===== config.mk =====
export PLATFORM = sky130hd
export DESIGN_NAME = rst_cause_reg
export DESIGN_NICKNAME = d
export VERILOG_FILES = /design/src/rtl/rcc_pkg.sv /design/src/rtl/rcc_ctrl.sv /design/src/rtl/rcc_datapath.sv /design/src/rtl/rst_cause_reg.sv
export SDC_FILE = /design/constraint.sdc
export NUM_CORES = 1
export LEC_CHECK = 0
export BUFFER_PORTS_ARGS = -buffer_cell sky130_fd_sc_hd__buf_2
export CORE_MARGIN = 2
export CORE_UTILIZATION = 36
export CTS_CLUSTER_SIZE = 25
export DETAILED_ROUTE_END_ITERATION = 10
export PLACE_DENSITY = 0.95
export SLEW_MARGIN = 20
export SYNTH_ARGS = -nofsm -noshare
export SYNTH_HDL_FRONTEND = slang
export SYNTH_SLANG_ARGS = --single-unit

===== constraint.sdc =====
create_clock -name clk -period 2.9 [get_ports clk]
set_input_delay 0.145 -clock clk [delete_from_list [all_inputs] [get_ports clk]]
set_output_delay 0.145 -clock clk [all_outputs]
set_load 0.05 [all_outputs]

===== src/rtl/rcc_pkg.sv =====
package rcc_pkg;
  localparam int DATA_W   = 32;
  localparam int BIT_POR  = 31;
  localparam int BIT_SPOR = 30;
  localparam int BIT_SXIR = 29;
  localparam int BIT_BPOR = 28;
  localparam int BIT_BXIR = 27;
  localparam logic [DATA_W-1:0] LIVE_MASK = 32'hf800_0000;
  localparam logic [DATA_W-1:0] W1C_MASK  = 32'h9800_0000;
  localparam logic [DATA_W-1:0] DIR_MASK  = 32'h6000_0000;
  localparam logic [DATA_W-1:0] POR_VALUE = 32'h8000_0000;

  typedef struct packed {
    logic              apply;    // accepted register write this cycle
    logic              cntClr;   // software power-on: restart counter
    logic [DATA_W-1:0] data;     // write data already masked to live bits
    logic              rdSel;    // read address hits the register
  } rcc_strobe_t;
endpackage


===== src/rtl/rcc_ctrl.sv =====
module rcc_ctrl
  import rcc_pkg::*;
#(
  parameter int ADDR_W = 16,
  parameter logic [ADDR_W-1:0] REG_OFFSET = 16'hf020
) (
  input  logic              clk,
  input  logic              pwrRstN,
  input  logic              sysRst,
  input  logic              wrEn,
  input  logic [ADDR_W-1:0] addr,
  input  logic [DATA_W-1:0] wrData,
  output rcc_strobe_t       strobe,
  output logic              rstReq
);
  logic addrHit;
  logic wrAccept;
  logic reqNext;
  logic reqQ;

  // upper word of the doubleword at REG_OFFSET
  assign addrHit  = (addr[ADDR_W-1:3] == REG_OFFSET[ADDR_W-1:3]) && addr[2];
  assign wrAccept = wrEn && addrHit && !sysRst;
  assign reqNext  = wrAccept && (wrData[BIT_SPOR] || wrData[BIT_SXIR]);

  always_comb begin
    strobe.apply  = wrAccept;
    strobe.cntClr = wrAccept && wrData[BIT_SPOR];
    strobe.data   = wrData & LIVE_MASK;
    strobe.rdSel  = addrHit;
  end

  always_ff @(posedge clk or negedge pwrRstN) begin
    if (!pwrRstN) reqQ <= 1'b0;
    else          reqQ <= reqNext;
  end

  assign rstReq = reqQ;

  // a request always follows an accepted software write
  assert_req_cause_R8: assert property (@(posedge clk) disable iff (!pwrRstN)
    rstReq |-> $past(wrEn && addrHit && !sysRst && (wrData[BIT_SPOR] || wrData[BIT_SXIR])));
  // write during system reset never requests
  assert_sysrst_blocks_R11: assert property (@(posedge clk) disable iff (!pwrRstN)
    sysRst |=> !rstReq);
endmodule


===== src/rtl/rcc_datapath.sv =====
module rcc_datapath
  import rcc_pkg::*;
#(
  parameter int CNT_W = 4
) (
  input  logic              clk,
  input  logic              pwrRstN,
  input  logic              sysRst,
  input  logic              btnPor,
  input  logic              btnXir,
  input  rcc_strobe_t       strobe,
  output logic [DATA_W-1:0] rdData
);
  localparam logic [CNT_W-1:0] CNT_MAX = {CNT_W{1'b1}};

  logic [DATA_W-1:0] causeQ, causeNext, afterWr, btnSet;
  logic [CNT_W-1:0]  cntQ, cntNext;

  always_comb begin
    btnSet = '0;
    btnSet[BIT_BPOR] = btnPor;
    btnSet[BIT_BXIR] = btnXir;
  end

  always_comb begin
    afterWr = causeQ;
    if (strobe.apply) begin
      afterWr = (causeQ & ~(strobe.data & W1C_MASK) & ~DIR_MASK)
              | (strobe.data & DIR_MASK);
    end
    if (sysRst) begin
      causeNext = (cntQ == '0) ? POR_VALUE : causeQ;
    end else begin
      causeNext = (afterWr | btnSet) & LIVE_MASK;
    end
  end

  always_comb begin
    cntNext = cntQ;
    if (sysRst) begin
      if (cntQ != CNT_MAX) cntNext = cntQ + 1'b1;
    end else if (strobe.cntClr) begin
      cntNext = '0;
    end
  end

  always_ff @(posedge clk or negedge pwrRstN) begin
    if (!pwrRstN) begin
      causeQ <= '0;
      cntQ   <= '0;
    end else begin
      causeQ <= causeNext;
      cntQ   <= cntNext;
    end
  end

  assign rdData = strobe.rdSel ? causeQ : '0;

  assert_first_load_R2: assert property (@(posedge clk) disable iff (!pwrRstN)
    (sysRst && cntQ == '0) |=> causeQ == POR_VALUE);
  assert_later_keep_R3: assert property (@(posedge clk) disable iff (!pwrRstN)
    (sysRst && cntQ != '0) |=> $stable(causeQ));
  assert_low_zero_R6: assert property (@(posedge clk) disable iff (!pwrRstN)
    causeQ[BIT_BXIR-1:0] == '0);
  assert_cnt_clear_R7: assert property (@(posedge clk) disable iff (!pwrRstN)
    (strobe.cntClr && !sysRst) |=> cntQ == '0);
  assert_btn_set_R9: assert property (@(posedge clk) disable iff (!pwrRstN)
    (btnPor && !sysRst) |=> causeQ[BIT_BPOR]);
endmodule


===== src/rtl/rst_cause_reg.sv =====
module rst_cause_reg
  import rcc_pkg::*;
#(
  parameter int ADDR_W = 16,
  parameter logic [ADDR_W-1:0] REG_OFFSET = 16'hf020,
  parameter int CNT_W = 4
) (
  input  logic              clk,
  input  logic              pwrRstN,
  input  logic              sysRst,
  input  logic              btnPor,
  input  logic              btnXir,
  input  logic              wrEn,
  input  logic [ADDR_W-1:0] addr,
  input  logic [31:0]       wrData,
  output logic [31:0]       rdData,
  output logic              rstReq
);
  rcc_strobe_t strobe;

  rcc_ctrl #(.ADDR_W(ADDR_W), .REG_OFFSET(REG_OFFSET)) u_ctrl (
    .clk(clk), .pwrRstN(pwrRstN), .sysRst(sysRst), .wrEn(wrEn),
    .addr(addr), .wrData(wrData), .strobe(strobe), .rstReq(rstReq)
  );

  rcc_datapath #(.CNT_W(CNT_W)) u_dp (
    .clk(clk), .pwrRstN(pwrRstN), .sysRst(sysRst), .btnPor(btnPor),
    .btnXir(btnXir), .strobe(strobe), .rdData(rdData)
  );
endmodule


==> results of run 1 <==
layer usage:
metal | share of wire [%] | vias up | track usage (%)
met5 | 0 | - | 0
met4 | 1.6 | 0 | 5.41
met3 | 11 | 3 | 3.57
met2 | 51 | 38 | 21.9
met1 | 36 | 283 | 13.7
li1 | - | 310 | -
layout make-up:
class | instances | area (µm²) | area share (%)
clock buffer | 3 | 22.5 | 2.54
multi-input combinational | 72 | 407 | 45.8
timing repair buffer | 31 | 160 | 18.0
sequential | 10 | 250 | 28.2
inverter | 4 | 15.0 | 1.69
tap | 27 | 33.8 | 3.80
state kept, by name, indices dropped and copies added, names as in the netlist:
name / flops
u_ctrl.rstReq: 1
u_dp.cntQ: 4
u_dp.causeQ: 5
kinds of logic (layout without fill, tap and decap cells):
kind of cell / after synthesis / in the layout / share of synthesized area [%]
other: 1 / 27 / 0.476
buffers and inverters: 32 / 38 / 29.0
adders and majority gates: 2 / 2 / 3.17
AOI/OAI and AO/OA: 13 / 13 / 10.3
DFF: 10 / 10 / 31.7
xor gates and xnor gates: 1 / 1 / 1.11
and+or+nand+nor: 29 / 29 / 24.1
cell usage in the layout, fill, tap and decap left out, types with 2 or more instances in the layout:
cell type  count
a21o_1         2
a21oi_1        2
a31oi_1        2
and2_1         5
buf_2         30
clkbuf_4       3
conb_1        27
dfrtp_1       10
ha_1           2
inv_1          4
nand2_1        9
nand3_1        3
nor4bb_1       3
o21ai_0        3
worst max path at each step:
stage / endpoint / cells past startpoint / slack [ps] / start
2_1_floorplan: rdData[27] / 4 / 1520 / addr[6]
5_1_grt: rdData[28] / 6 / 1280 / addr[6]
3_5_place_dp: rdData[30] / 6 / 1340 / addr[6]
3_3_place_gp: rdData[31] / 6 / 1360 / addr[6]
6_report: rdData[30] / 6 / 1320 / addr[6]
4_1_cts: rdData[30] / 6 / 1310 / addr[6]
worst reg2reg max path: stages, from the launching register on:
cell	delay, ps
dfrtp_1	420
inv_1	90
ha_1	140
nand4bb_1	210
nand2_1	140
a31oi_1	50
a21o_1	160
power groups by stage:
| stage | registers (mW) | logic (mW) | clock network, mW |
|---|---|---|---|
| after floorplan | 0.211 | 0.205 | 0 |
| after global placement | 0.220 | 0.205 | 0 |
| after detailed placement | 0.221 | 0.210 | 0 |
| after CTS | 0.218 | 0.213 | 0.0921 |
| after global routing | 0.227 | 0.240 | 0.101 |
| final | 0.219 | 0.212 | 0.0923 |
repair_timing:
| action | 4_1_cts | 5_1_grt |
|---|---|---|
| endpoints found under the hold margin | 10 | 0 |
| endpoints found under the setup margin | 0 | 0 |
| hold buffers | 1 | 0 |
| gates resized for setup | 0 | 0 |
==> impl_results.md, run 1 <==
- Outcome: finished, final reports clean
- Die Y-Extent: 50.8 µm
- DP Area: 856 µm²
- Core ar.: 0.00202 mm²
- Ys async rst share: 100%
- Leak pwr: 0.492 nW
- Final instance area: 888 µm²
- Gr ovfl total: 0
- Detail Route Antenna Nets: 0
- Combinational Power Share: 40.5%
- Clk Latency, worst-skew pair: 260 ps
- Setup Skew: 2.54 ps
- GRT Total Usage: 12.4%
- Avg WL per Cell: 9.93 µm
- Fin. max-slew vios: 0
- Top Ports: 87
- Max-Cap Viols: 0
- DRC errors left: 0
- Starting Density: 39.0%
- Detailed Routing Iterations Pass 1: 4
- Final wirelength: 1460 µm
- Hold WC Path Type: in -> reg
- Fmax achieved: 634 MHz
- Critical Path AT: 1430 ps
- CTS max path bufs: 2
- DP HPWL: 1220 µm
- Buf/Inv on CP: 2
- Initial antenna violation count: 0
- Postcts setup bufs: 0
- RSZ-0062 raised after global routing: no
- Power Density: 589 mW/mm²
- Post-place setup slack: 1340 ps
- Final Hold Viols: 0
- CP Launch Type: primary input
- R2r startpoint: u_dp.cntQ[0]
- Commonest cells post-synth: buf_4, dfrtp_1, nand2_1
- Final std cells w/o fill: 147
- Number of distinct library cells after synthesis: 28
- Critical path class: in -> out
- R2R Setup Slk: 1590 ps
- Post-synth top flop: dfrtp_1
- Worst-path clk slew: 60 ps
- Setup TNS: 0 ps
- NetSw: 221 µW
- Initial drt markers: 7
- Seq cells post-synth: 10
- Peak supply drop: 0.245 mV
- Most frequent cell after synthesis: buf_4
- P_int: 302 µW
- ANT cells: 0
- PortBufs: 30
- Worst r2r dst: u_dp.causeQ[27]
- Post-Synthesis Cells: 88
- Final WS setup: 1320 ps
- Slowest CP cell: nor4bb_1
- Largest area contributor in the netlist: dfrtp_1
- Die area: 0.00258 mm²
- Hold EP: u_dp.causeQ[31]
- Placed Instances: 143
- Root Buffer: clkbuf_4
- Mapped cell area: 788 µm²
- Die Wd: 50.8 µm
- H-Tree Depth: 1
- Final setup viols: 0
- R2r worst-path depth: 6
- Sequential element share of the synthesized area: 31.7%
- Via density: 4.31
- CP Cell Sequence: buf_2 > nor4bb_1 > nand2_1 > and4bb_2 > and2_1 > buf_2
- Fillers: 199
- Via count: 634
- Synth area leaders: dfrtp_1, buf_4, nand2_1
- Cell mode on critical path: buf_2
- Crit. End Element: output pin
- Clock Sinks: 10
- Family with the most delay on the worst path: simple AND/OR/NAND/NOR gates
- Syn Area/Cell: 8.96 µm²
- Share of total power in sequential cells: 41.9%
- Largest net degree at the start of global routing: 11
- Crit path time final: 1580 ps
- Syn-to-layout area delta: 12.7%
- CTS tree: built
- CP max FO: 5
- Number of synthesized flops with an enable pin: 0
- Top cell type's share of synthesized area: 31.7%
- Layout cell share with drive strength beyond 1: 30.0%
- First-pass GRT wire length: 2360 µm
- CTS buffer count: 3
- Hold WS: 46.2 ps
- Vias in the first global route: 570
- Clock power share: 17.7%
- Ys Warns: 0
- Hold path cells: 2
- Hold_sp: wrData[31]
- Tcrit/Tclk final: 54.4%
- Row count: 16
- Sw Share: 42.3%
- Final GP Congestion: 0.712
- Req. time, crit path: 2760 ps
- Total Power: 523 µW
- Fin util: 43.9%
- Crit-path max cell delay: 370 ps
- Nets: 178
Note: power is estimated with default switching activity, not from simulation.
==> inputs of run 2 (changes only) <==
CORE_UTILIZATION = 30   (was 36)
PLACE_DENSITY = 0.86   (was 0.95)
clock period = 1.35 ns   (was 2.9 ns; I/O delays follow)
==> impl_results.md, run 2 (synthesis gave the netlist of run 1 again) <==
- Outcome: finished, final reports clean
- Starting Density: 31.8% (-7.2 points)
- Clock Sinks: 10 (unchanged)
- Share of total power in sequential cells: 38.7% (-3.2 points)
- Initial drt markers: 10 (+3)
- Setup TNS: 0 ps (unchanged)
- Leak pwr: 0.530 nW (+7.7%)
- Die area: 0.00305 mm² (+18%)
- Initial antenna violation count: 0 (unchanged)
- Final setup viols: 0 (unchanged)
- CTS max path bufs: 2 (unchanged)
- Clock power share: 16.4% (-1.3 points)
- Setup Skew: 0.155 ps (-2.38 ps)
- GRT Total Usage: 10.5% (-1.9 points)
- DRC errors left: 0 (unchanged)
- Syn-to-layout area delta: 27.3%
- Worst-path clk slew: 60 ps (about the same)
- Largest net degree at the start of global routing: 11 (unchanged)
- Final wirelength: 1730 µm (+18%)
- Postcts setup bufs: 0 (unchanged)
- Top Ports: 87 (unchanged)
- Slowest CP cell: and4bb_2
- ANT cells: 0 (unchanged)
- Via density: 4.35 (+0.78%)
- Fillers: 254 (+28%)
- Crit-path max cell delay: 360 ps (about the same)
- NetSw: 523 µW (+140%)
- CP Cell Sequence: buf_2 > nor4bb_4 > nand2_1 > and4bb_2 > and2_4 > buf_6
- Sw Share: 42.7% (+0.35 points)
- Fin util: 40.5% (-3.4 points)
- Most common cell after layout, fill and taps aside: conb_1
- Met2 Wirelength: 990 µm (+32%)
- Die Y-Extent: 55.3 µm (+8.8%)
- Vias in the first global route: 624 (+9.5%)
- Layout cell share with drive strength beyond 1: 34.1% (+4.1 points)
- Fmax achieved: 758 MHz
- Detailed Routing Iterations Pass 1: 4 (unchanged)
- RSZ-0062 raised after global routing: yes
- Routed wl met3: 145 µm (-5.8%)
- Peak supply drop: 0.767 mV (+210%)
- Critical path class: in -> out
- Root Buffer: clkbuf_4
- Critical Path AT: 1250 ps (-180 ps)
- Power Density: 1220 mW/mm² (+110%)
- CTS buffer count: 3 (unchanged)
- CTS tree: built
- Combinational Power Share: 44.9% (+4.4 points)
- Via count: 665 (+4.9%)
- Crit path time final: 1320 ps
- Biggest register: u_dp.causeQ
- P_int: 703 µW (+130%)
- DP HPWL: 1270 µm (+4.7%)
- Die Wd: 55.3 µm (+8.8%)
- Hold WC Path Type: in -> reg
- Max reg flops: 5 (unchanged)
- CP max FO: 5 (unchanged)
- Max-Cap Viols: 0 (unchanged)
- Commonest non-fill, non-tap cells in the layout: conb_1, buf_2, dfrtp_1
- Highest metal used: met4
- CP Launch Type: primary input
- Avg WL per Cell: 11.3 µm (+14%)
- Fin. max-slew vios: 0 (unchanged)
- Clk Latency, worst-skew pair: 260 ps (about the same)
- Row count: 18 (+2)
- Detail Route Antenna Nets: 0 (unchanged)
- Req. time, crit path: 1280 ps (-1480 ps)
- First-pass GRT wire length: 2570 µm (+9.1%)
- Gr ovfl total: 0 (unchanged)
- Final GP Congestion: 0.753 (+5.8%)
- Met1 WL: 573 µm (+7.7%)
- H-Tree Depth: 1 (unchanged)
- Crit. End Element: output pin
- PortBufs: 30 (unchanged)
- Nets: 181 (+1.7%)
- Core ar.: 0.00248 mm² (+23%)
- Final Hold Viols: 0 (unchanged)
- Tcrit/Tclk final: 97.7%
## run 2: worst max-delay path, delay by kind of cell
kind	cells	cell delay [ps]
simple gates	4	920
buf+inv	2	270
## run 2: per-stage QoR
| step | setup WS (ps) | power, mW | hold slack (ps) | std cells | area [µm²] |
|---|---|---|---|---|---|
| global placement | -38.2 | 0.911 | -59.6 | 148 | 875 |
| global route | -51.0 | 1.31 | 12.2 | 153 | 1000 |
| finish | 30.5 | 1.23 | 9.13 | 153 | 1000 |
| detailed placement | -57.2 | 0.940 | -54.3 | 148 | 875 |
| floorplan | 121 | 0.893 | -228 | 114 | 886 |
| CTS | 30.6 | 1.19 | 7.88 | 153 | 952 |
## run 2: worst paths after layout
kind	startpoint	endpoint	slack (ps)	depth (start not counted)
min in group asynchronous	pwrRstN	u_dp.causeQ[28]	210	2
hold / removal	btnPor	u_dp.causeQ[28]	9	2
setup / recovery	addr[6]	rdData[29]	30	6
setup reg to reg	u_dp.cntQ[0]	u_dp.causeQ[28]	100	6
hold reg to reg	u_dp.causeQ[30]	u_dp.causeQ[30]	530	2
max in group asynchronous	pwrRstN	u_dp.cntQ[0]	940	2
## run 2: power by group through the flow
stage | Sequential, mW | Combinational, mW | Clock, mW
after floorplan | 0.453 | 0.440 | 0
after detailed placement | 0.479 | 0.462 | 0
after global routing | 0.490 | 0.595 | 0.227
after global placement | 0.470 | 0.441 | 0
final | 0.474 | 0.550 | 0.202
after CTS | 0.475 | 0.502 | 0.208
## run 2: routing by layer
layer | track usage, % | up-vias
met3 | 4.68 | 2
li1 | - | 316
met4 | 2.09 | 0
met5 | 0 | -
met2 | 19.9 | 33
met1 | 10.4 | 314
## run 2: layout make-up
class                           instances  area (µm²)  share of cell area [%]
Multi-Input combinational cell         72         462                    46.0
Sequential cell                        10         250                    24.9
Timing Repair Buffer                   34         216                    21.6
Tap cell                               30        37.5                    3.74
Clock buffer                            3        22.5                    2.24
Inverter                                4        15.0                    1.50
## run 2: what timing repair did
| action | CTS | global route |
|---|---|---|
| gates cloned | 0 | 0 |
| hold endpoints to repair | 11 | 0 |
| hold buffers | 2 | 0 |
| pin swaps | 0 | 2 |
| endpoints found under the setup margin | 7 | 7 |
| resized for setup | 7 | 10 |
